<file path="src/rtl/shadow_pkg.sv">
package shadow_pkg;
  typedef struct packed {
    logic rd_int;
    logic wr_int;
    logic wr_dis;
  } mem_attr_t;

  localparam mem_attr_t ATTR_EXT  = '{rd_int: 1'b0, wr_int: 1'b0, wr_dis: 1'b0};
  localparam mem_attr_t ATTR_RW   = '{rd_int: 1'b1, wr_int: 1'b1, wr_dis: 1'b0};
  localparam mem_attr_t ATTR_RO   = '{rd_int: 1'b1, wr_int: 1'b0, wr_dis: 1'b1};
  localparam mem_attr_t ATTR_COPY = '{rd_int: 1'b0, wr_int: 1'b1, wr_dis: 1'b0};
endpackage

</file>
<file path="src/rtl/cfg_regfile.sv">
module cfg_regfile #(
  parameter int AW        = 16,
  parameter int DW        = 8,
  parameter int NREG      = 256,
  parameter int NSEG      = 8,
  parameter logic [AW-1:0] IDX_PORT  = 16'h0022,
  parameter logic [AW-1:0] DATA_PORT = 16'h0024,
  parameter logic [AW-1:0] SCR0_PORT = 16'h00E1,
  parameter logic [AW-1:0] SCR1_PORT = 16'h00E2,
  parameter int CACHE_REG = 'h21,
  parameter int MODE_REG  = 'h22,
  parameter int SEG_REG   = 'h23,
  parameter int CACHE_BIT = 4,
  parameter int WPLO_BIT  = 4,
  parameter int WPHI_BIT  = 3,
  parameter int BIOS_BIT  = 7
) (
  input  logic            clk,
  input  logic            rst_n,
  input  logic [AW-1:0]   io_addr,
  input  logic            io_wr,
  input  logic            io_rd,
  input  logic [DW-1:0]   io_wdata,
  output logic [DW-1:0]   io_rdata,
  output logic            cache_en,
  output logic            wp_lo,
  output logic            wp_hi,
  output logic            bios_sh,
  output logic [NSEG-1:0] seg_en
);
  localparam int IW = $clog2(NREG);

  logic [IW-1:0] idx;
  logic [DW-1:0] regs [NREG];
  logic [DW-1:0] scr0, scr1;

  always_ff @(posedge clk or negedge rst_n) begin
    if (!rst_n) begin
      idx  <= '0;
      scr0 <= '1;
      scr1 <= '1;
      for (int i = 0; i < NREG; i++) regs[i] <= '0;
    end else if (io_wr) begin
      if (io_addr == IDX_PORT)       idx       <= io_wdata[IW-1:0];
      else if (io_addr == DATA_PORT) regs[idx] <= io_wdata;
      else if (io_addr == SCR0_PORT) scr0      <= io_wdata;
      else if (io_addr == SCR1_PORT) scr1      <= io_wdata;
    end
  end

  always_comb begin
    io_rdata = '1;
    if (io_rd) begin
      if (io_addr == DATA_PORT)      io_rdata = regs[idx];
      else if (io_addr == SCR0_PORT) io_rdata = scr0;
      else if (io_addr == SCR1_PORT) io_rdata = scr1;
    end
  end

  assign cache_en = regs[CACHE_REG][CACHE_BIT];
  assign wp_lo    = regs[MODE_REG][WPLO_BIT];
  assign wp_hi    = regs[MODE_REG][WPHI_BIT];
  assign bios_sh  = regs[MODE_REG][BIOS_BIT];
  assign seg_en   = regs[SEG_REG][NSEG-1:0];

  // an index write is visible on the next cycle
  assert_idx_load_R1: assert property (@(posedge clk) disable iff (!rst_n)
    (io_wr && io_addr == IDX_PORT) |=> (idx == $past(io_wdata[IW-1:0])));

  // the index port cannot be read back
  assert_idx_unreadable_R2: assert property (@(posedge clk) disable iff (!rst_n)
    (io_rd && io_addr == IDX_PORT) |-> (io_rdata == '1));

  // a scratch write that is not to the other port leaves the other byte stable
  assert_scratch_indep_R3: assert property (@(posedge clk) disable iff (!rst_n)
    (io_wr && io_addr == SCR0_PORT) |=> $stable(scr1));
endmodule

</file>
<file path="src/rtl/seg_decode.sv">
module seg_decode
  import shadow_pkg::*;
#(
  parameter int MAW       = 20,
  parameter int SEG_BITS  = 14,
  parameter int NSEG      = 8,
  parameter int BASE_ADDR = 'hD0000,
  parameter int WP_SPLIT  = 'hE0000,
  parameter int BIOS_BASE = 'hF0000
) (
  input  logic [MAW-1:0]  addr,
  input  logic [NSEG-1:0] seg_en,
  input  logic            wp_lo,
  input  logic            wp_hi,
  input  logic            bios_sh,
  output mem_attr_t       attr
);
  localparam int SEG_SIZE = 1 << SEG_BITS;

  logic [MAW:0]    a;
  logic [NSEG-1:0] hit, lo_mask;
  logic            in_bios, shadow_hit, prot;

  assign a = {1'b0, addr};

  for (genvar g = 0; g < NSEG; g++) begin : g_seg
    localparam int LO = BASE_ADDR + g * SEG_SIZE;
    assign hit[g]     = (a >= (MAW+1)'(LO)) && (a < (MAW+1)'(LO + SEG_SIZE));
    assign lo_mask[g] = (LO < WP_SPLIT);
  end

  assign in_bios    = (a >= (MAW+1)'(BIOS_BASE));
  assign shadow_hit = |(hit & seg_en);
  assign prot       = (wp_lo && |(hit & seg_en & lo_mask)) ||
                      (wp_hi && |(hit & seg_en & ~lo_mask));

  always_comb begin
    attr = ATTR_EXT;
    if (in_bios)         attr = bios_sh ? ATTR_COPY : ATTR_RW;
    else if (shadow_hit) attr = prot ? ATTR_RO : ATTR_RW;
  end
endmodule

</file>
<file path="src/rtl/shadow_ctl.sv">
module shadow_ctl
  import shadow_pkg::*;
#(
  parameter int AW   = 16,
  parameter int DW   = 8,
  parameter int MAW  = 20,
  parameter int NSEG = 8
) (
  input  logic           clk,
  input  logic           rst_n,
  input  logic [AW-1:0]  io_addr,
  input  logic           io_wr,
  input  logic           io_rd,
  input  logic [DW-1:0]  io_wdata,
  output logic [DW-1:0]  io_rdata,
  input  logic [MAW-1:0] mem_addr,
  output logic           rd_internal,
  output logic           wr_internal,
  output logic           wr_disabled,
  output logic           ext_cache_en
);
  logic [NSEG-1:0] seg_en;
  logic            wp_lo, wp_hi, bios_sh;
  mem_attr_t       attr;

  cfg_regfile #(.AW(AW), .DW(DW), .NSEG(NSEG)) u_regs (
    .clk(clk), .rst_n(rst_n), .io_addr(io_addr), .io_wr(io_wr), .io_rd(io_rd),
    .io_wdata(io_wdata), .io_rdata(io_rdata), .cache_en(ext_cache_en),
    .wp_lo(wp_lo), .wp_hi(wp_hi), .bios_sh(bios_sh), .seg_en(seg_en)
  );

  seg_decode #(.MAW(MAW), .NSEG(NSEG)) u_dec (
    .addr(mem_addr), .seg_en(seg_en), .wp_lo(wp_lo), .wp_hi(wp_hi),
    .bios_sh(bios_sh), .attr(attr)
  );

  assign rd_internal = attr.rd_int;
  assign wr_internal = attr.wr_int;
  assign wr_disabled = attr.wr_dis;

  // a blocked write only occurs in a shadowed, read-internal segment
  assert_wp_shape_R6: assert property (@(posedge clk) disable iff (!rst_n)
    wr_disabled |-> (rd_internal && !wr_internal));

  // nothing below the shadow window gets attributes
  assert_low_region_R10: assert property (@(posedge clk) disable iff (!rst_n)
    (mem_addr < MAW'('hD0000)) |-> !(rd_internal || wr_internal || wr_disabled));

  // the BIOS range is always internally writable
  assert_bios_write_R9: assert property (@(posedge clk) disable iff (!rst_n)
    (mem_addr >= MAW'('hF0000)) |-> (wr_internal && !wr_disabled));
endmodule

</file>
<file path="config.mk">
export PLATFORM = sky130hd
export DESIGN_NAME = shadow_ctl
export DESIGN_NICKNAME = d
export VERILOG_FILES = /design/src/rtl/shadow_pkg.sv /design/src/rtl/cfg_regfile.sv /design/src/rtl/seg_decode.sv /design/src/rtl/shadow_ctl.sv
export SDC_FILE = /design/constraint.sdc
export NUM_CORES = 2
export LEC_CHECK = 0
export BUFFER_PORTS_ARGS = -buffer_cell sky130_fd_sc_hd__buf_2
export CAP_MARGIN = 5
export CORE_MARGIN = 2
export CORE_UTILIZATION = 42
export CTS_CLUSTER_SIZE = 14
export DETAILED_ROUTE_END_ITERATION = 16
export SLEW_MARGIN = 10
export SYNTH_ARGS = -nofsm -noshare
export SYNTH_HDL_FRONTEND = slang
export SYNTH_SLANG_ARGS = --single-unit
</file>
<file path="constraint.sdc">
create_clock -name clk -period 5.87 [get_ports clk]
set_clock_uncertainty 0.2 [all_clocks]
set_input_delay 0.587 -clock clk [delete_from_list [all_inputs] [get_ports clk]]
set_output_delay 0.587 -clock clk [all_outputs]
set_load 0.005 [all_outputs]
</file>
==> results.yml <==
worst_setup_path:
  required_ns: 5.08
  crit_type: "register to output port"
  r2r_slack_ns: 1.67
  crit_fanout: 29
  crit_path_end_kind: "output port"
  arrival_ns: 5.02
  startpoint_type: "register"
  rr_worst_depth: 6
  rr_startpoint: "u_regs.idx[2]$_DFFE_PN0P_"
  r2r_end: "u_regs.regs[103]$_DFFE_PN0P_"
finish:
  layout_commonest_cell: "mux2_2"
  postLayoutCoreUtil_pct: 47.1
  layout-drive-gt1-share_pct: 54.1
  nNetsFinal: 6130
  final_cell_mix: "mux2_2, dfrtp_1, mux4_2"
  num-fill-cells: 19500
  fin_area_um2: 107000
  syn2layout_area_growth_pct: 11.8
sta:
  setup-violations-final: 0
  fmax_mhz: 172
  fin_crit_ns: 5.80
  finalHoldViolations: 0
  tns_ns: 0
  slew_viol_final: 0
  fin_hold_ws_ns: 0.109
  rsz0062_at_grt: "no"
  period_share_pct: 98.9
  slew_headroom_pct: 17.8
  worst_pin_slew_ns: 1.23
synthesis:
  synth_area_leaders: "dfrtp_1, mux2_2, mux4_2, clkbuf_1, nor2_8"
  yosys_warnings: 0
  synth_top_area_share_pct: 53.9
  syn_area_per_cell_um2: 15.6
  ys_seq_elements: 2072
  synth_area_um2: 95500
  synth_top_area_cell: "dfrtp_1"
  synth_cells: 6107
  ys_seq_area_share_pct: 54.3
  synth_nets: 6155
  yosysUniqueCellTypes: 57
cts:
  cts_max_level: 4
  cts_buffers: 218
  clk_pin_slew_ns: 0.06
  cts_max_path_buffers: 3
  cts_sinks: 2072
  cts_tree: "done"
  clockRootBuffer: "clkbuf_16"
  clk_latency_ns: 0.86
grt:
  grt_pass1_wl_um: 382000
  grt_util_all_layers_pct: 21.9
  grt_pass1_vias: 57100
  grt_max_degree: 177
  antenna_found_initial: 4
  gr-total-overflow: 0
die:
  fp.dieW_um: 481
  core_region_area_um2: 227000
  start_util_pct: 42.1
  row_count: 175
  num_io_pins: 60
  die_height_um: 481
  die-area_um2: 231000
detailed_routing:
  wl_per_cell_um: 27.1
  first_pass_iters: 7
  route.detailed.drc: 0
  drt_iter0_drc: 3958
  vias: 54000
  antenna_left: 0
  finalWirelength_um: 251000
  viasPerCell: 5.82
placement:
  hpwl_um: 156000
  routabilityCongestion: 0.825
  place_area_um2: 99500
  port-buffer-count: 45
run_status:
  status: "completed"
power:
  p_per_area_nw_per_um2: 270
  irDropWorstVdd_mv: 0.229
  leakage_nw: 50.4
  power_mw: 28.8
flow_run:
  drv_cap: 0
worst_hold_path:
  min_from: "io_wdata[5]"
  hold_depth: 2
  hold_path_class: "input pin to register"
  min_to: "u_regs.regs[685]$_DFFE_PN0P_"
-- sequential cells by signal, summed over array words and instances (netlist names) --
register	flops
u_regs.regs	2036
u_regs.wp_hi	1
u_regs.idx	8
u_regs.seg_en	8
u_regs.scr1	8
u_regs.cache_en	1
u_regs.scr0	8
u_regs.wp_lo	1
u_regs.bios_sh	1
-- metal layers --
layer,up-vias,GRT usage (%),part of all wire (%)
li1,22900,-,-
met1,29900,31.2,46
met2,976,35.3,48
met3,332,3.29,4.1
met4,0,5.04,2.1
met5,-,0,0
-- cell usage after synthesis, drive strengths merged --
cell type / number
nor2b: 19
a211oi: 16
a311oi: 2
nor2: 273
o21ai: 33
a21oi: 42
o21a: 1
o311ai: 1
a32oi: 1
inv: 2
a22oi: 78
nor4b: 11
and3: 13
mux2i: 83
nor4: 2
and2: 11
nor3: 4
buf: 173
a31oi: 19
and3b: 4
nand3b: 4
dfrtp: 2056
o2111ai: 8
or2: 2
nand2b: 4
clkbuf: 296
mux2: 2088
a22o: 2
o21bai: 1
mux4: 485
nand2: 98
dfstp: 16
nand4: 46
o22ai: 23
o221ai: 9
nor4bb: 1
a221oi: 45
a21o: 2
nand4b: 1
nor3b: 5
or4: 7
o31ai: 7
o41ai: 1
nand3: 111
and4b: 1
-- worst max-delay path by stage --
stage	startpoint	endpoint	depth (start not counted)
floorplan	u_regs.idx[0]$_DFFE_PN0P_	io_rdata[6]	9
global placement	u_regs.idx[0]$_DFFE_PN0P_	io_rdata[1]	9
detailed placement	u_regs.idx[0]$_DFFE_PN0P_	io_rdata[2]	9
CTS	u_regs.idx[0]$_DFFE_PN0P_	io_rdata[1]	9
global route	u_regs.idx[0]$_DFFE_PN0P_	io_rdata[2]	8
finish	u_regs.idx[0]$_DFFE_PN0P_	io_rdata[2]	9
-- worst max-delay path, cell delays in order, from the launching register on --
cell and delay [ns]:
dfrtp_4 0.77, buf_12 0.30, mux4_2 0.55, a22oi_1 0.38
nand3_1 0.22, a221oi_1 0.50, o22ai_1 0.37, o31ai_2 0.47
o221ai_1 0.29, buf_2 0.21
-- metrics by stage --
step                      std cells  worst slack [ns]
after floorplan                6107              2.42
after global placement         8869             0.638
after detailed placement       8869             0.620
after CTS                      9273           0.00159
after global routing           9274           0.00771
final                          9275            0.0658
-- report_power, final --
| part | internal [mW] | leakage (nW) | switching [mW] |
|---|---|---|---|
| sequential | 14.3 | 28.9 | 0.000175 |
| combinational | 0.0608 | 18.0 | 0.547 |
| clock | 8.02 | 3.56 | 5.87 |
-- what timing repair did --
item,4_1_cts,5_1_grt
hold buffers,1,0
gates resized for setup,6,4
setup endpoints to repair,7,3
buffers inserted,1,0
endpoints found under the hold margin,84,0
-- logic make-up (layout without fill, tap and decap cells) --
kind of cell           Yosys count  after routing  share of synthesized area, %
and+or+nand+nor                617            617                          4.48
buffers and inverters          471            628                          2.13
DFF                           2072           2072                          54.3
muxes                         2656           2656                          36.9
AOI/OAI and AO/OA              291            291                          2.13
other                            0              2                             0
-- final cells by class --
| type | count | area (µm²) | share of cell area, % |
|---|---|---|---|
| diodes | 2 | 5.00 | 0.00469 |
| flip-flops and latches | 2072 | 51900 | 48.6 |
| clock buffers | 338 | 6520 | 6.11 |
| clock inverters | 64 | 683 | 0.640 |
| well taps | 3009 | 3760 | 3.53 |
| repair buffers | 224 | 2180 | 2.04 |
| inverters | 2 | 7.51 | 0.00703 |
| multi-input cells | 3564 | 41700 | 39.1 |
Power figures use the tool's default switching activity.
